**config.mk**
```make
export PLATFORM = sky130hd
export DESIGN_NAME = unlock_cmd_decoder
export DESIGN_NICKNAME = d
export VERILOG_FILES = /design/src/rtl/unlock_cmd_pkg.sv /design/src/rtl/bus_cycle_capture.sv /design/src/rtl/seq_fsm.sv /design/src/rtl/id_read_mux.sv /design/src/rtl/unlock_cmd_decoder.sv
export SDC_FILE = /design/constraint.sdc
export NUM_CORES = 1
export LEC_CHECK = 0
export BUFFER_PORTS_ARGS = -buffer_cell sky130_fd_sc_hd__buf_2
export CAP_MARGIN = 10
export CORE_UTILIZATION = 55
export DETAILED_ROUTE_END_ITERATION = 8
export GPL_ROUTABILITY_DRIVEN = 0
export HOLD_SLACK_MARGIN = 0.08
export PLACE_DENSITY = 0.82
export SLEW_MARGIN = 15
export SYNTH_ARGS = -nofsm -noshare
export SYNTH_HDL_FRONTEND = slang
export SYNTH_SLANG_ARGS = --single-unit
```
**constraint.sdc**
```tcl
create_clock -name clk -period 5.04 [get_ports clk]
set_clock_uncertainty 0.1 [all_clocks]
set_input_delay 0 -clock clk [delete_from_list [all_inputs] [get_ports clk]]
set_output_delay 0 -clock clk [all_outputs]
set_load 0.02 [all_outputs]
```
**src/rtl/unlock_cmd_pkg.sv**
```systemverilog
package unlock_cmd_pkg;

    typedef enum logic [2:0] {
        ST_IDLE,
        ST_UNLK1,
        ST_UNLK2,
        ST_PROG,
        ST_ERS1,
        ST_ERS2,
        ST_ERS3
    } seq_state_t;

    localparam int          CMD_AW     = 15;
    localparam int          CMD_DW     = 8;
    localparam logic [14:0] MAGIC_A    = 15'h5555;
    localparam logic [14:0] MAGIC_B    = 15'h2AAA;
    localparam logic [7:0]  K_UNLOCK   = 8'hAA;
    localparam logic [7:0]  K_KEY      = 8'h55;
    localparam logic [7:0]  K_PROG     = 8'hA0;
    localparam logic [7:0]  K_ERASE    = 8'h80;
    localparam logic [7:0]  K_ID_IN    = 8'h90;
    localparam logic [7:0]  K_ID_OUT   = 8'hF0;
    localparam logic [7:0]  K_CHIP     = 8'h10;
    localparam logic [7:0]  K_BLOCK    = 8'h30;
    localparam logic [7:0]  K_PAGE     = 8'h50;
    localparam logic [7:0]  K_LOCK     = 8'h40;

endpackage

```
**src/rtl/bus_cycle_capture.sv**
```systemverilog
module bus_cycle_capture #(
    parameter int ADDR_W = 18,
    parameter int DATA_W = 16
) (
    input  logic              clk,
    input  logic              rst_n,
    input  logic              ce_n,
    input  logic              oe_n,
    input  logic              we_n,
    input  logic [ADDR_W-1:0] addr,
    input  logic [DATA_W-1:0] wdata,
    output logic              wr_stb,
    output logic [ADDR_W-1:0] wr_addr,
    output logic [DATA_W-1:0] wr_data,
    output logic              rd_cyc
);

    logic              we_q;
    logic              armed;
    logic [ADDR_W-1:0] lat_addr;
    logic              we_fall;
    logic              we_rise;
    logic              wr_gate;

    assign we_fall = we_q && !we_n;
    assign we_rise = !we_q && we_n;
    assign wr_gate = !ce_n && oe_n;

    always_ff @(posedge clk) begin
        if (!rst_n) begin
            we_q     <= 1'b1;
            armed    <= 1'b0;
            lat_addr <= '0;
            wr_stb   <= 1'b0;
            wr_addr  <= '0;
            wr_data  <= '0;
            rd_cyc   <= 1'b0;
        end else begin
            we_q   <= we_n;
            rd_cyc <= !ce_n && !oe_n;
            wr_stb <= 1'b0;
            if (we_fall) begin
                armed    <= wr_gate;
                lat_addr <= addr;
            end else if (!wr_gate) begin
                armed <= 1'b0;
            end
            if (we_rise) begin
                wr_stb  <= armed && wr_gate;
                wr_addr <= lat_addr;
                wr_data <= wdata;
                armed   <= 1'b0;
            end
        end
    end

    // a write strobe only follows a gated rising edge
    a_r10_gated_stb: assert property (@(posedge clk) disable iff (!rst_n)
        wr_stb |-> $past(!ce_n && oe_n));

    a_r12_stb_single: assert property (@(posedge clk) disable iff (!rst_n)
        wr_stb |=> !wr_stb);

endmodule

```
**src/rtl/seq_fsm.sv**
```systemverilog
module seq_fsm
    import unlock_cmd_pkg::*;
#(
    parameter int ADDR_W     = 18,
    parameter int DATA_W     = 16,
    parameter int BOOT_WORDS = 8192
) (
    input  logic              clk,
    input  logic              rst_n,
    input  logic              wr_stb,
    input  logic [ADDR_W-1:0] wr_addr,
    input  logic [DATA_W-1:0] wr_data,
    input  logic              rd_cyc,
    input  logic              lock_set,
    input  logic              hv_override,
    input  logic              busy,
    output logic              prog_req,
    output logic              erase_chip_req,
    output logic              erase_blk_req,
    output logic              erase_page_req,
    output logic              lock_req,
    output logic [ADDR_W-1:0] op_addr,
    output logic [DATA_W-1:0] op_data,
    output logic              chip_keep_boot,
    output logic              id_active
);

    localparam logic [ADDR_W-1:0] BOOT_LIMIT = ADDR_W'(BOOT_WORDS);

    seq_state_t        state, st_nx;
    logic              id_nx, keep_nx;
    logic              prog_nx, chip_nx, blk_nx, page_nx, lock_nx;
    logic [ADDR_W-1:0] addr_nx;
    logic [DATA_W-1:0] data_nx;
    logic [CMD_AW-1:0] c_addr;
    logic [CMD_DW-1:0] c_data;
    logic              lock_eff;
    logic              in_boot;

    assign c_addr   = wr_addr[CMD_AW-1:0];
    assign c_data   = wr_data[CMD_DW-1:0];
    assign lock_eff = lock_set && !hv_override;
    assign in_boot  = wr_addr < BOOT_LIMIT;

    function automatic logic hit(input logic [CMD_AW-1:0] a_in,
                                 input logic [CMD_DW-1:0] d_in,
                                 input logic [CMD_AW-1:0] a_ref,
                                 input logic [CMD_DW-1:0] d_ref);
        return (a_in == a_ref) && (d_in == d_ref);
    endfunction

    always_comb begin
        st_nx   = state;
        id_nx   = id_active;
        keep_nx = chip_keep_boot;
        prog_nx = 1'b0;
        chip_nx = 1'b0;
        blk_nx  = 1'b0;
        page_nx = 1'b0;
        lock_nx = 1'b0;
        addr_nx = op_addr;
        data_nx = op_data;
        if (rd_cyc) begin
            st_nx = ST_IDLE;                                   // T_ABORT
        end else if (wr_stb && !busy) begin
            st_nx = ST_IDLE;                                   // T_ABORT unless matched
            unique case (state)
                ST_IDLE: begin
                    if (hit(c_addr, c_data, MAGIC_A, K_UNLOCK))
                        st_nx = ST_UNLK1;                      // T_UNLOCK
                    else if (id_active && c_data == K_ID_OUT)
                        id_nx = 1'b0;
                end
                ST_UNLK1: begin
                    if (hit(c_addr, c_data, MAGIC_B, K_KEY))
                        st_nx = ST_UNLK2;                      // T_KEY
                end
                ST_UNLK2: begin
                    if (hit(c_addr, c_data, MAGIC_A, K_PROG))
                        st_nx = ST_PROG;                       // T_PSETUP
                    else if (hit(c_addr, c_data, MAGIC_A, K_ERASE))
                        st_nx = ST_ERS1;                       // T_ESETUP
                    else if (hit(c_addr, c_data, MAGIC_A, K_ID_IN))
                        id_nx = 1'b1;                          // T_IDCMD
                    else if (hit(c_addr, c_data, MAGIC_A, K_ID_OUT))
                        id_nx = 1'b0;                          // T_IDCMD
                end
                ST_PROG: begin
                    prog_nx = 1'b1;                            // T_ISSUE
                    addr_nx = wr_addr;
                    data_nx = wr_data;
                end
                ST_ERS1: begin
                    if (hit(c_addr, c_data, MAGIC_A, K_UNLOCK))
                        st_nx = ST_ERS2;                       // T_EUNLK
                end
                ST_ERS2: begin
                    if (hit(c_addr, c_data, MAGIC_B, K_KEY))
                        st_nx = ST_ERS3;                       // T_EKEY
                end
                ST_ERS3: begin
                    if (hit(c_addr, c_data, MAGIC_A, K_CHIP)) begin
                        chip_nx = 1'b1;
                        keep_nx = lock_eff;
                    end else if (hit(c_addr, c_data, MAGIC_A, K_LOCK)) begin
                        lock_nx = 1'b1;
                    end else if (c_data == K_BLOCK) begin
                        blk_nx  = !(lock_eff && in_boot);
                        addr_nx = blk_nx ? wr_addr : op_addr;
                    end else if (c_data == K_PAGE) begin
                        page_nx = !(lock_eff && in_boot);
                        addr_nx = page_nx ? wr_addr : op_addr;
                    end
                end
                default: st_nx = ST_IDLE;
            endcase
        end
    end

    always_ff @(posedge clk) begin
        if (!rst_n) state <= ST_IDLE;
        else        state <= st_nx;
    end

    always_ff @(posedge clk) begin
        if (!rst_n) begin
            prog_req       <= 1'b0;
            erase_chip_req <= 1'b0;
            erase_blk_req  <= 1'b0;
            erase_page_req <= 1'b0;
            lock_req       <= 1'b0;
            op_addr        <= '0;
            op_data        <= '0;
            chip_keep_boot <= 1'b0;
            id_active      <= 1'b0;
        end else begin
            prog_req       <= prog_nx;
            erase_chip_req <= chip_nx;
            erase_blk_req  <= blk_nx;
            erase_page_req <= page_nx;
            lock_req       <= lock_nx;
            op_addr        <= addr_nx;
            op_data        <= data_nx;
            chip_keep_boot <= keep_nx;
            id_active      <= id_nx;
        end
    end

    // requests are exclusive and single-cycle
    a_r12_one_req: assert property (@(posedge clk) disable iff (!rst_n)
        $onehot0({prog_req, erase_chip_req, erase_blk_req, erase_page_req, lock_req}));

    a_r12_req_pulse: assert property (@(posedge clk) disable iff (!rst_n)
        (prog_req || erase_blk_req || erase_page_req) |=> !(prog_req || erase_blk_req || erase_page_req));

    // no erase request into the boot range under lockout
    a_r5_boot_guard: assert property (@(posedge clk) disable iff (!rst_n)
        (erase_blk_req || erase_page_req) |-> !($past(lock_eff) && op_addr < BOOT_LIMIT));

    // a read cycle returns the sequence to idle
    a_r9_read_abort: assert property (@(posedge clk) disable iff (!rst_n)
        rd_cyc |=> state == ST_IDLE);

    // busy freezes the sequence on a write
    a_r11_busy_hold: assert property (@(posedge clk) disable iff (!rst_n)
        (wr_stb && busy && !rd_cyc) |=> $stable(state) && $stable(id_active));

endmodule

```
**src/rtl/id_read_mux.sv**
```systemverilog
module id_read_mux #(
    parameter int          ADDR_W   = 18,
    parameter int          DATA_W   = 16,
    parameter logic [15:0] MFR_CODE = 16'h00DA,
    parameter logic [15:0] DEV_CODE = 16'h003D
) (
    input  logic              id_active,
    input  logic [ADDR_W-1:0] addr,
    input  logic [DATA_W-1:0] arr_rdata,
    input  logic              lock_set,
    output logic [DATA_W-1:0] rd_data
);

    logic [DATA_W-1:0] id_word;

    always_comb begin
        unique case (addr)
            ADDR_W'(0): id_word = DATA_W'(MFR_CODE);
            ADDR_W'(1): id_word = DATA_W'(DEV_CODE);
            ADDR_W'(2): id_word = {{(DATA_W-1){1'b0}}, lock_set};
            default:    id_word = '0;
        endcase
    end

    assign rd_data = id_active ? id_word : arr_rdata;

    // outside ID mode the array word passes through
    always_comb begin
        a_r8_passthru: assert (id_active || rd_data == arr_rdata);
    end

endmodule

```
**src/rtl/unlock_cmd_decoder.sv**
```systemverilog
module unlock_cmd_decoder #(
    parameter int ADDR_W     = 18,
    parameter int DATA_W     = 16,
    parameter int BOOT_WORDS = 8192
) (
    input  logic              clk,
    input  logic              rst_n,
    input  logic              ce_n,
    input  logic              oe_n,
    input  logic              we_n,
    input  logic [ADDR_W-1:0] addr,
    input  logic [DATA_W-1:0] wdata,
    input  logic [DATA_W-1:0] arr_rdata,
    input  logic              lock_set,
    input  logic              hv_override,
    input  logic              busy,
    output logic [DATA_W-1:0] rd_data,
    output logic              prog_req,
    output logic              erase_chip_req,
    output logic              erase_blk_req,
    output logic              erase_page_req,
    output logic              lock_req,
    output logic [ADDR_W-1:0] op_addr,
    output logic [DATA_W-1:0] op_data,
    output logic              chip_keep_boot,
    output logic              id_active
);

    logic              wr_stb;
    logic [ADDR_W-1:0] wr_addr;
    logic [DATA_W-1:0] wr_data;
    logic              rd_cyc;

    bus_cycle_capture #(.ADDR_W(ADDR_W), .DATA_W(DATA_W)) cap_i (
        .clk(clk), .rst_n(rst_n), .ce_n(ce_n), .oe_n(oe_n), .we_n(we_n),
        .addr(addr), .wdata(wdata), .wr_stb(wr_stb), .wr_addr(wr_addr),
        .wr_data(wr_data), .rd_cyc(rd_cyc)
    );

    seq_fsm #(.ADDR_W(ADDR_W), .DATA_W(DATA_W), .BOOT_WORDS(BOOT_WORDS)) fsm_i (
        .clk(clk), .rst_n(rst_n), .wr_stb(wr_stb), .wr_addr(wr_addr),
        .wr_data(wr_data), .rd_cyc(rd_cyc), .lock_set(lock_set),
        .hv_override(hv_override), .busy(busy), .prog_req(prog_req),
        .erase_chip_req(erase_chip_req), .erase_blk_req(erase_blk_req),
        .erase_page_req(erase_page_req), .lock_req(lock_req),
        .op_addr(op_addr), .op_data(op_data),
        .chip_keep_boot(chip_keep_boot), .id_active(id_active)
    );

    id_read_mux #(.ADDR_W(ADDR_W), .DATA_W(DATA_W)) mux_i (
        .id_active(id_active), .addr(addr), .arr_rdata(arr_rdata),
        .lock_set(lock_set), .rd_data(rd_data)
    );

endmodule

```
Word level (Yosys, flattened, before mapping)
Index checks and enable logic that the tools add are counted.

storage, ports and cells
  bits in registers = 100
  bits of input ports = 58
  word-level logic and storage cells = 120

cells by class
  $lt $le $gt $ge = 1
  equal/unequal tests = 29
  multiplexer cells = 27
  bitwise operators = 6
  reductions and logical operators = 40

operator list
  cell                                                                             count
  18-bit two-way mux                                                               5
  8-bit == test (second input constant)                                            5
  18-bit case mux with 2 select lines                                              1
  8-bit by 7-bit == test with 1-bit output (second input constant)                 3
  8-bit case mux with 3 select lines                                               1
  18-bit by 1-bit == test with 1-bit output (second input constant)                1
  18-bit by 2-bit == test with 1-bit output (second input constant)                1
  18-bit logical NOT                                                               1
  18-bit by 14-bit less-than comparator with 1-bit output (second input constant)  1
  1-bit logical AND                                                                17
  16-bit two-way mux                                                               1
  15-bit by 14-bit == test with 1-bit output (second input constant)               1
  15-bit == test (second input constant)                                           1
  3-bit case mux with 5 select lines                                               1
  1-bit two-way mux                                                                12
  3-bit two-way mux                                                                4
  2-bit != test (second input constant)                                            5
  3-bit == test (second input constant)                                            3
  8-bit by 5-bit == test with 1-bit output (second input constant)                 1
  8-bit by 6-bit == test with 1-bit output (second input constant)                 1
  8-bit AND reduction                                                              1
  8-bit OR reduction                                                               1
  1-bit logical NOT                                                                7
  7-bit OR reduction                                                               1
  other kinds (17)                                                                 27

Longest topological paths before layout
  word-level depth = 9
  gate-level depth with buffers = 7

Cells and area by module
Synthesis repeated with hierarchy kept, for this count alone.

second synthesis, totals
  cells, all modules = 481
  area, all modules = 4633.2 um2

by module, submodules not included
  module             instances  cells an instance  area each (um2)  sequential area each (um2)
  bus_cycle_capture  1          240                2378.5           1121.1
  seq_fsm            1          204                2003.2           880.8
  id_read_mux        1          37                 251.5            0.0

Worst setup path before layout
Ideal clock, no wire load.

  kind = reg-to-reg
  start = register cap_i.wr_data[0]
  end = register fsm_i.id_active
  library setup time = 0.072 ns
  arrival = 1.858 ns
  data required time = 4.868 ns
  slack = 3.011 ns
  cell stages (with the launch flop) = 5
  buffers on the path = 0
  clock period less this slack = 2.029 ns
  cell sequence = dfxtp_1 > or4_4 > or4_4 > a221oi_2 > mux2i_1

on the way
  longest elaborated chain between the ends = 6

RTL lines
  what                                line                     text
  start: declaration                  bus_cycle_capture.sv:14  output logic [DATA_W-1:0] wr_data,
  start signal: assignment            bus_cycle_capture.sv:51  wr_data <= wdata;
  8-bit == test                       seq_fsm.sv:49            return (a_in == a_ref) && (d_in == d_ref);
  1-bit logical AND                   seq_fsm.sv:49
  1-bit two-way mux                   seq_fsm.sv:83            else if (hit(c_addr, c_data, MAGIC_A, K_ID_IN))
  1-bit two-way mux                   seq_fsm.sv:81            else if (hit(c_addr, c_data, MAGIC_A, K_ERASE))
  1-bit two-way mux                   seq_fsm.sv:79            if (hit(c_addr, c_data, MAGIC_A, K_PROG))
  1-bit case mux with 2 select lines  seq_fsm.sv:67            unique case (state)
  end signal: assignment              seq_fsm.sv:145           id_active <= id_nx;
  end: declaration                    seq_fsm.sv:25            output logic id_active

Several ways; a longest one is shown, not always the timed one. The select of a mux whose other input is x is not followed.
A chain may end at the register's enable or synchronous reset.

Worst setup path in the final report
  start = register cap_i.wr_addr[9]
  end = register fsm_i.chip_keep_boot

on the way
  longest elaborated chain between the ends = 3

RTL lines
  what                           line                     text
  start: declaration             bus_cycle_capture.sv:13  output logic [ADDR_W-1:0] wr_addr,
  start signal: assignment       bus_cycle_capture.sv:50  wr_addr <= lat_addr;
  15-bit == test                 seq_fsm.sv:49
  1-bit logical AND              seq_fsm.sv:49
  4-bit AND reduction (no line)  --
  end signal: assignment         seq_fsm.sv:144           chip_keep_boot <= keep_nx;
  end: declaration               seq_fsm.sv:24            output logic chip_keep_boot,

Every way passes these cells.

==> reports/qor.txt <==
Startpoint of the worst register-to-register path -> cap_i.wr_addr[9]$_SDFFE_PN0P_
Yosys cell types -> 43
Layout cell share with drive strength beyond 1 -> 24.0%
Number of cells traversed by the worst register-to-register path -> 6
Post-CTS Resized -> 0
Mean cell area of the mapped netlist -> 8.88 µm²
Antenna violations before repair -> 0
Total power per unit cell area -> 299 nW/µm²
CTS Sinks -> 100
Clock tree from TritonCTS -> built
Reg-to-reg endpoint -> fsm_i.chip_keep_boot$_SDFFE_PN0P_
Min-Delay Path Class -> in -> reg
Proportion of netlist area held by the largest area contributor -> 50.4%
Max Fclk -> 367 MHz
Overflow left after global routing -> 0
Minimum setup slack after placement -> 2.79 ns
Start point of the worst min-delay path -> rst_n
Reg clk slew, reported paths -> 0.09 ns
Die extent in y -> 86.9 µm
Crit path max-delay family -> simple AND/OR/NAND/NOR gates
Number of clock buffers inserted by TritonCTS -> 9
Data arrival time at the worst-slack endpoint -> 2.88 ns
Static leakage power -> 2.20 nW
Die Outline Area -> 7560 µm²
Largest net degree at the start of global routing -> 81
Worst stage delay on the critical path -> 0.58 ns
Rel. slew slack -> 29.8%
Final worst hold slack -> 0.167 ns
Mean routed wirelength per cell -> 15.3 µm
Number of cells after detailed placement -> 631
Worst EP required -> 5.19 ns
Detailed-route via count -> 3885
Post-CTS Setup Inserts -> 0
Worst skew pair latency -> 0.36 ns
Detailed Place HPWL -> 6.70 mm
Number of global-route vias before repair -> 3665
Number of warning messages in the yosys log -> 0
DIE WIDTH -> 86.9 µm
Number of buffers inserted for hold repair after clock tree synthesis -> 49
Cell accounting for the most synthesized area -> dfxtp_1
Num rows -> 30
Endpoints failing hold -> 0
H-tree depth reported by CTS -> 3
Number of diodes -> 0
Setup-violating endpoint count in the final report -> 0
Worst Tran Pin Value -> 1.05 ns
Top cells by area, synth -> dfxtp_1 50%, nand2_1 9.0%, a22o_1 7.3%
Hold endpoint -> cap_i.we_q$_SDFF_PN1_
Number of flops mapped to enable cells by yosys -> 0
Prevailing post-synth register cell -> dfxtp_1
Kind of start point of the critical path -> flip-flop
Number of vias per cell after detailed routing -> 5.59
Sort of element at the end of the critical path -> flip-flop
Layout Cells excl Fill -> 695
Cell depth of the worst min-delay path -> 3
Number of instances in the synthesized netlist -> 447
Slew Viols, Final -> 0
Maximum clock path buffer count -> 2
Max Cap Viol -> 0
Clock tree root driver cell -> clkbuf_8
I/O Buffers -> 114
DRC violation total after the first TritonRoute iteration -> 312
All-Layer GR Usage -> 29.4%
DRC errors left -> 0
Peak supply drop -> 154 µV
Buf+Inv Stages, Crit Path -> 1
Critical Path Slowest Stage Cell -> nor4b_1
Detailed-route wire length -> 10.7 mm
Final Core Density -> 77.7%
Setup WS post-layout -> 2.32 ns
Type of the worst setup path -> reg -> reg
First-pass GRT wire length -> 17.3 mm
Crit-path max FO -> 5
Result of the run -> complete, no violations
Number of fillers in the final layout -> 479
Worst-case register-to-register setup slack -> 2.32 ns
Most frequent cells in the layout -> 114 x buf_2, 100 x dfxtp_1, 95 x nand2_1, 49 x dlygate4sd3_1, 34 x a21boi_0
Sequential area share after synthesis -> 50.4%
CP Cell Sequence -> nand4bb_1 -> nor4b_1 -> nand4_1 -> o311ai_0 -> o41ai_1 -> dlygate4sd3_1
Area of the core -> 6870 µm²
Syn Nets -> 505
Shortest clock period the worst path allows after layout -> 2.72 ns
Relative area change from synthesis to final layout -> 34.6%
Detailed-routing iteration count for the pre-antenna-repair pass -> 5
Initial cell density of the core -> 57.8%
Antenna-violating nets left -> 0
Commonest non-fill, non-tap cell in the layout -> buf_2
Synthesized area -> 3970 µm²
IO Pins -> 115
Part of the cycle the worst path needs -> 54.1%
RSZ-0062 raised after global routing -> false
Post-layout nets -> 653
Async set-reset flop share out of synthesis -> 0%
Synth Register Bits -> 100
Fin Setup TNS -> 0 ns
==> worst max path at each step <==
stage,start,end,slack [ns],cells past startpoint
final,cap_i.wr_addr[9]$_SDFFE_PN0P_,fsm_i.chip_keep_boot$_SDFFE_PN0P_,2.32,6
after global routing,cap_i.wr_addr[9]$_SDFFE_PN0P_,fsm_i.chip_keep_boot$_SDFFE_PN0P_,2.13,6
after CTS,cap_i.wr_addr[9]$_SDFFE_PN0P_,fsm_i.chip_keep_boot$_SDFFE_PN0P_,2.35,6
after detailed placement,rst_n,cap_i.wr_stb$_SDFF_PN0_,2.79,4
after global placement,rst_n,cap_i.wr_stb$_SDFF_PN0_,2.85,4
after floorplan,cap_i.wr_data[0]$_SDFFE_PN0P_,fsm_i.id_active$_SDFFE_PN0P_,3.01,4
==> metal layers <==
| metal | track usage, % | part of all wire, % | routed length (µm) | vias up |
|---|---|---|---|---|
| met1 | 38.3 | 44 | 4680 | 1801 |
| met2 | 48.0 | 47 | 5030 | 190 |
| met4 | 10.3 | 2.2 | 238 | 0 |
| met5 | 0 | 0 | 0 | - |
| met3 | 6.64 | 6.7 | 718 | 23 |
| li1 | - | - | - | 1871 |
==> kinds of logic (layout without fill, tap and decap cells) <==
logic type | after synthesis | after routing | synth area share, %
AND/OR/NAND/NOR | 196 | 196 | 25.2
AO/OA/AOI/OAI | 108 | 108 | 19.9
buffers and inverters | 41 | 193 | 3.94
XOR/XNOR | 1 | 1 | 0.221
flip-flops | 100 | 100 | 50.4
multiplexers | 1 | 1 | 0.252
==> registers in the layout (all words and copies together), names as in the netlist, 3 cells and up <==
register and count:
cap_i.lat_addr 18, cap_i.wr_addr 18, cap_i.wr_data 16, fsm_i.op_addr 18, fsm_i.op_data 16, fsm_i.state 3
==> synth_stat cells (2+ instances only) <==
master and number:
buf_1 2, nor4b_1 3, and2_1 2, nand4b_1 3
a21oi_1 2, o21ai_0 24, nand4bb_1 3, nor3b_1 4
nor4_1 5, buf_2 2, nand2b_1 9, a21boi_0 34
clkbuf_1 26, a22o_1 33, and3_1 3, or3_1 2
nor2_1 11, nor2b_1 10, or4bb_1 2, nor3_1 4
a31oi_1 3, dfxtp_1 100, inv_1 11, nand4_1 6
o22ai_1 5, nor4bb_1 2, or4_4 2, nand3_1 25
nand2_1 95
==> worst reg2reg max path: stages, from the launching register on <==
cell           delay (ns)
dfxtp_1              0.35
nand4bb_1            0.21
nor4b_1              0.58
nand4_1              0.30
o311ai_0             0.38
o41ai_1              0.14
dlygate4sd3_1        0.57
==> power by group <==
group	internal, mW	switching [mW]	total, mW
Combinational	0.0667	0.0656	0.132
Clock	0.377	0.267	0.644
Sequential	0.805	0.0139	0.819
Total	1.25	0.347	1.59
==> through the flow <==
step	total power, mW	area [µm²]
floorplan	0.891	3970
global placement	0.935	4590
detailed placement	0.938	4590
CTS	1.59	5340
global route	1.64	5340
finish	1.59	5340
==> cell type report <==
class / count / area (µm²) / area share (%)
clock inverters: 5 / 125 / 2.34
multi-input cells: 306 / 1830 / 34.3
repair buffers: 167 / 1090 / 20.4
flip-flops and latches: 100 / 2000 / 37.5
inverters: 11 / 41.3 / 0.773
well taps: 96 / 120 / 2.25
clock buffers: 10 / 128 / 2.39
Power figures use the tool's default switching activity.
